File: config.mk
export PLATFORM = sky130hd
export DESIGN_NAME = zt_cmd_ctrl
export DESIGN_NICKNAME = d
export VERILOG_FILES = /design/src/rtl/zt_sram_pkg.sv /design/src/rtl/zt_cmd_ctrl.sv
export SDC_FILE = /design/constraint.sdc
export NUM_CORES = 1
export LEC_CHECK = 0
export BUFFER_PORTS_ARGS = -buffer_cell sky130_fd_sc_hd__buf_2
export CELL_PAD_IN_SITES_DETAIL_PLACEMENT = 2
export CELL_PAD_IN_SITES_GLOBAL_PLACEMENT = 2
export CORE_MARGIN = 2
export CORE_UTILIZATION = 29
export DETAILED_ROUTE_END_ITERATION = 10
export GPL_TIMING_DRIVEN = 0
export PLACE_DENSITY = 0.83
export SLEW_MARGIN = 0
export SYNTH_ARGS = -nofsm -noshare
export SYNTH_HDL_FRONTEND = slang
export SYNTH_SLANG_ARGS = --single-unit
export TNS_END_PERCENT = 100
File: constraint.sdc
create_clock -name clk -period 4 [get_ports clk]
set_clock_uncertainty 0.15 [all_clocks]
set_input_delay 0.4 -clock clk [delete_from_list [all_inputs] [get_ports clk]]
set_output_delay 0.4 -clock clk [all_outputs]
set_load 0.05 [all_outputs]
File: src/rtl/zt_sram_pkg.sv
package zt_sram_pkg;

    // What a sampled edge does to the access pipeline
    typedef enum logic [1:0] {
        OP_IDLE  = 2'd0,
        OP_START = 2'd1,
        OP_NEXT  = 2'd2
    } op_e;

    // Low two word-address bits of a burst beat
    function automatic logic [1:0] beat_offset(input logic [1:0] start,
                                               input logic [1:0] beat,
                                               input logic       xor_order);
        logic [1:0] res;
        if (xor_order) res = start ^ beat;
        else           res = start + beat;
        return res;
    endfunction

endpackage

File: src/rtl/zt_cmd_ctrl.sv
module zt_cmd_ctrl
    import zt_sram_pkg::*;
#(
    parameter int ADDR_W = 8,
    parameter int NBYTES = 2
) (
    input  logic              clk,
    input  logic              rst_n,
    input  logic              clk_en,
    input  logic              sleep,
    input  logic              interleave,
    input  logic              sel_a,
    input  logic              sel_b,
    input  logic              sel_c,
    input  logic              wr_en,
    input  logic              adv,
    input  logic [ADDR_W-1:0] addr,
    input  logic [NBYTES-1:0] byte_en,
    output logic              acc_vld,
    output logic              acc_wr,
    output logic [ADDR_W-1:0] acc_addr,
    output logic [NBYTES-1:0] acc_be
);

    localparam int HI_W = ADDR_W - 2;

    typedef struct packed {
        logic              vld;
        logic              wr;
        logic [ADDR_W-1:0] addr;
        logic [1:0]        start_lo;
        logic [1:0]        beat;
        logic [NBYTES-1:0] be;
    } ctrl_t;

    ctrl_t st_d, st_q;
    op_e   op;
    logic [1:0] nxt_beat;
    logic [HI_W-1:0] page;

    always_comb begin
        op = OP_IDLE;
        if (!sleep) begin
            if (adv) begin
                if (st_q.vld) op = OP_NEXT;
            end else if (sel_a && sel_b && sel_c) begin
                op = OP_START;
            end
        end

        nxt_beat = st_q.beat + 2'd1;
        page     = st_q.addr[ADDR_W-1:2];

        st_d = st_q;
        if (clk_en) begin
            case (op)
                OP_START: begin
                    st_d.vld      = 1'b1;
                    st_d.wr       = wr_en;
                    st_d.addr     = addr;
                    st_d.start_lo = addr[1:0];
                    st_d.beat     = 2'd0;
                    st_d.be       = byte_en;
                end
                OP_NEXT: begin
                    st_d.beat = nxt_beat;
                    st_d.addr = {page, beat_offset(st_q.start_lo, nxt_beat, interleave)};
                    st_d.be   = byte_en;
                end
                default: begin
                    st_d.vld = 1'b0;
                end
            endcase
        end
    end

    always_ff @(posedge clk) begin
        if (!rst_n) st_q <= '0;
        else        st_q <= st_d;
    end

    assign acc_vld  = st_q.vld;
    assign acc_wr   = st_q.wr;
    assign acc_addr = st_q.addr;
    assign acc_be   = st_q.be;

endmodule

[Yosys cells after proc, flatten, opt, wreduce, memory -nomap -nowiden]
Cells that the tools add are included.
W data, S select, Z words.
Word-level totals
  flip-flop bits (word level): 16
  input port bits: 20
  word-level logic and storage cells: 28
Operators by class
  mux-type cells: 8
  equality and inequality tests: 2
  reduce and logical (&&, ||, !) cells: 7
  bitwise logic cells: 2
  $add $sub $neg: 2
Operator list (number)
  $pmux W8 S2: 1
  $mux W2: 4
  $pmux W4 S2: 1
  $reduce_and A2 Y1: 3
  $reduce_and A3 Y1: 1
  $add A2 B1 Y2 const B: 1
  $add A2 B2 Y2: 1
  $eq A2 B1 Y1 const B: 1
  $eq A2 B2 Y1 const B: 1
  $logic_and A1 B1 Y1: 2
  $pmux W1 S2: 1
  $reduce_bool A2 Y1: 1
  $xor A2 B2 Y2: 1
  $mux W1: 1
  $not A1 Y1: 1

[Logic depth before layout (Yosys ltp)]
  depth in word-level cells: 8
  depth in mapped cells: 7

[Worst setup path before layout]
OpenSTA, ideal clock, no wires.
  kind: register to register
  from: register st_q, in the netlist acc_vld
  to: register st_q[3] in the netlist's numbering
  data arrival time: 1.704 ns
  clock period less this slack: 1.924 ns
  data required time: 3.780 ns
  buffers on the path: 1
  stages on the path, launching flop included: 8
  setup time: 0.070 ns
  setup slack: 2.076 ns
  cell sequence: dfxtp_1 -> nand2_1 -> or2_1 -> ha_1 -> nor2b_1 -> buf_2 -> nand4b_1 -> a21boi_1
Between the ends
  longest elaborated chain between the ends: 6
RTL lines
  from (decl): RTL line zt_cmd_ctrl.sv:36  | ctrl_t st_d, st_q;
  from (signal assigned): RTL line zt_cmd_ctrl.sv:79  | else st_q <= st_d;
  $mux W2 (*): RTL line zt_cmd_ctrl.sv:45  | if (st_q.vld) op = OP_NEXT;
  $mux W2 (*): RTL line zt_cmd_ctrl.sv:44  | if (adv) begin
  $mux W2 (*): RTL line zt_cmd_ctrl.sv:43  | if (!sleep) begin
  $eq A2 B2 Y1 / $eq A2 B1 Y1 (equally long branches): RTL line zt_cmd_ctrl.sv:56  | case (op)
  $reduce_bool A2 Y1 (no source line)
  $reduce_and A2 Y1 (no source line)
Mark *: on every way between the ends. The rest lies on a longest branch, timed or not. The select of a mux whose other input is x is not followed.
A chain may end at the register's enable or synchronous reset.

[Final worst setup path]
  from: register st_q, in the netlist acc_vld
  to: register st_q, in the netlist acc_addr[1]
The elaborated chain is that of the path after synthesis.

==> results.py <==
metrics = {
    "timing": {
        "fin_crit_ps": 1820,
        "finalHoldViolCount": 0,
        "worstMarginPinSlew_ps": 464,
        "slew_headroom": 0.690,
        "post-route-period-util": 0.454,
        "finalSetupTns_ps": 0,
        "setup-violations-final": 0,
        "whs_ps": 187,
        "slew_viol_final": 0,
        "rsz0062_at_grt": "no",
        "max_clock_freq_mhz": 551,
    },
    "floorplanning": {
        "die_x_um": 59.0,
        "io_pins": 32,
        "start_util": 0.313,
        "die_y_um": 59.0,
        "rows": 19,
        "coreArea_um2": 2810,
        "die_area_um2": 3490,
    },
    "cells_and_area": {
        "antenna_cells": 0,
        "drive_gt1_frac": 0.368,
        "multi_input_area_um2": 454,
        "fillers": 330,
        "nets": 158,
        "areaGrowthSynthToFinish_pct": 26.2,
        "regArea_um2": 320,
    },
    "clock_tree": {
        "htreeDepth": 1,
        "clock-sinks": 16,
        "clock_latency_ps": 290,
        "post_cts_resized": 0,
        "cts-root-buf": "clkbuf_4",
        "clock_path_buffers": 2,
        "ctsHoldBuffers": 0,
        "clkTransAtPathRegs_ps": 100,
        "cts_buffers": 3,
        "cts_tree": "built",
        "post-cts-setup-buffer-count": 0,
    },
    "yosys": {
        "syn-cell-area_um2": 878,
        "yosysWarnings": 0,
        "synthMuxAreaShare": 0.0228,
        "netlist_instances": 98,
        "yosys.area.top_type": "dfxtp_1",
        "synth_fa_ha_area_frac": 0.0570,
        "seq_area_frac_synth": 0.365,
        "synth_top_area_frac": 0.365,
        "synth_compound_area_frac": 0.142,
        "synth-xor-area-share": 0.0356,
        "synth_top_family_by_area": "simple AND/OR/NAND/NOR gates",
        "synth_simple_gate_area_frac": 0.259,
        "synth-seq-cells": 16,
        "syn-mean-instance-area_um2": 8.96,
        "synth_cell_types": 23,
        "synth_nets": 122,
        "yosys-top-cells-area": "dfxtp_1 (36%), a21boi_1 (11%), buf_4 (8.5%)",
    },
    "routing": {
        "drtPass1Iterations": 4,
        "wl_per_cell_um": 14.3,
        "vias_per_cell": 4.97,
        "drtIter0Drc": 6,
        "antenna_left": 0,
        "drc_errors": 0,
        "routed_wl_um": 2340,
        "num_vias": 815,
    },
    "global_routing": {
        "antenna_found_initial": 0,
        "grt_max_degree": 11,
        "grt_pass1_vias": 850,
        "grt_overflow_total": 0,
        "grt_use_total": 0.151,
        "grt_pass1_wl_um": 3860,
    },
    "critical_path": {
        "start_kind": "flip-flop",
        "r2r-end": "acc_addr[1]$_SDFFE_PN0P_",
        "end_kind": "flip-flop",
        "reg2regPathDepth": 7,
        "reg2reg_slack_ps": 2180,
        "crit_chain": "nand2_1, or2_1, inv_1, ha_1, clkbuf_1, nand4b_1, o211ai_2",
        "crit_slowest_cell": "dfxtp_1",
        "critPathMaxStageDelay_ps": 360,
        "critical_path_class": "reg -> reg",
        "path_max_fanout": 10,
        "crit-reg2reg-launch": "acc_vld$_SDFFE_PN0P_",
        "worstPathRequired_ps": 4030,
        "worstPathArrival_ps": 1850,
    },
    "placement": {
        "io_buffers": 31,
        "place.gp.congestion": 0.710,
        "dpl.hpwl_um": 1870,
    },
    "pwr": {
        "p_leak_uw": 0.000512,
        "ir_drop_mv": 0.174,
        "powerDensity_nw_per_um2": 269,
    },
    "run_status": {
        "status": "finished, final reports clean",
    },
    "run": {
        "cap_violations": 0,
    },
    "min_path": {
        "min_delay_worst_endpoint": "acc_be[1]$_SDFFE_PN0P_",
        "min_from": "byte_en[1]",
        "whs_path_depth": 3,
        "hp-class": "in -> reg",
    },
}
worst max path at each step:
stage	from	endpoint	slack [ps]	cells after the start
after floorplan	acc_vld$_SDFFE_PN0P_	st_q[3]$_SDFFE_PN0P_	2080	7
after CTS	acc_vld$_SDFFE_PN0P_	acc_addr[1]$_SDFFE_PN0P_	2180	7
after global routing	acc_vld$_SDFFE_PN0P_	acc_addr[1]$_SDFFE_PN0P_	1980	7
after detailed placement	adv	acc_addr[7]$_SDFFE_PN0P_	1950	8
after global placement	adv	acc_addr[3]$_SDFFE_PN0P_	2040	8
final	acc_vld$_SDFFE_PN0P_	acc_addr[1]$_SDFFE_PN0P_	2180	7
power breakdown:
part	switching, uW	leakage, uW	internal, uW
Combinational	15.3	0.000362	13.1
Sequential	0.602	0.000129	160
Clock	53.8	0.0000210	55.5
Total	69.7	0.000512	229
per-stage QoR:
step	cells	instance area, um2	total power [uW]	setup slack (ps)	util
after floorplan	98	878	178	2080	-
after global placement	160	1070	192	2040	0.382
after detailed placement	160	1070	193	1950	0.382
after CTS	164	1110	304	2180	0.395
after global routing	164	1110	312	1980	0.395
final	164	1110	299	2180	0.395
cells by family after synthesis:
group / Yosys count
adders and majority gates: 4
DFF: 16
xor gates and xnor gates: 2
buffers and inverters: 17
muxes: 2
AOI/OAI and AO/OA: 16
and+or+nand+nor: 41
area by class of cell:
cell class,count,area share
buffer,14,0.0835
clock buffer,4,0.0327
inverter,3,0.0102
multi-input combinational,65,0.410
sequential,16,0.289
tap,31,0.0350
timing repair buffer,31,0.140
routing by layer:
metal  GRT usage  vias to the layer above  wire, um
li1            -                      396         -
met1       0.166                      394       965
met2       0.278                       23      1250
met3      0.0480                        2       108
met4      0.0390                        0        17
met5           0                        -         0
cells in the final DEF (no fill, tap or decap):
| cell type | instances |
|---|---|
| a21boi_1 | 13 |
| and2b_1 | 1 |
| and4_1 | 1 |
| buf_2 | 33 |
| buf_4 | 10 |
| clkbuf_1 | 2 |
| clkbuf_4 | 3 |
| clkbuf_8 | 1 |
| dfxtp_1 | 16 |
| ha_1 | 4 |
| inv_1 | 3 |
| mux2i_1 | 2 |
| nand2_1 | 18 |
| nand2b_1 | 1 |
| nand3_1 | 6 |
| nand4b_1 | 8 |
| nor2_1 | 1 |
| nor2b_1 | 3 |
| nor2b_2 | 1 |
| o211a_1 | 1 |
| o211ai_2 | 1 |
| o21ai_0 | 1 |
| or2_1 | 1 |
| xnor3_1 | 1 |
| xor2_1 | 1 |
synth_stat cells (all sizes together):
cell type / n
buf: 12
nand3: 6
and4: 1
nor2: 1
inv: 3
o211ai: 1
or2: 1
dfxtp: 16
xor2: 1
o21ai: 1
clkbuf: 2
nand4b: 8
and2b: 1
nor2b: 4
xnor3: 1
nand2: 18
nand2b: 1
o211a: 1
ha: 4
mux2i: 2
a21boi: 13
critical path: cells and delay by family, from the launching register on:
family	cells	cell delay [ps]
AOI/OAI and AO/OA	1	80
buffers and inverters	2	410
and+or+nand+nor	3	480
DFF	1	360
adders and majority gates	1	230
state kept, by name, summed over array words and instances, names as in the netlist:
register,flops
acc_vld,1
acc_addr,8
acc_be,2
st_q,4
acc_wr,1
Power figures use the tool's default switching activity.
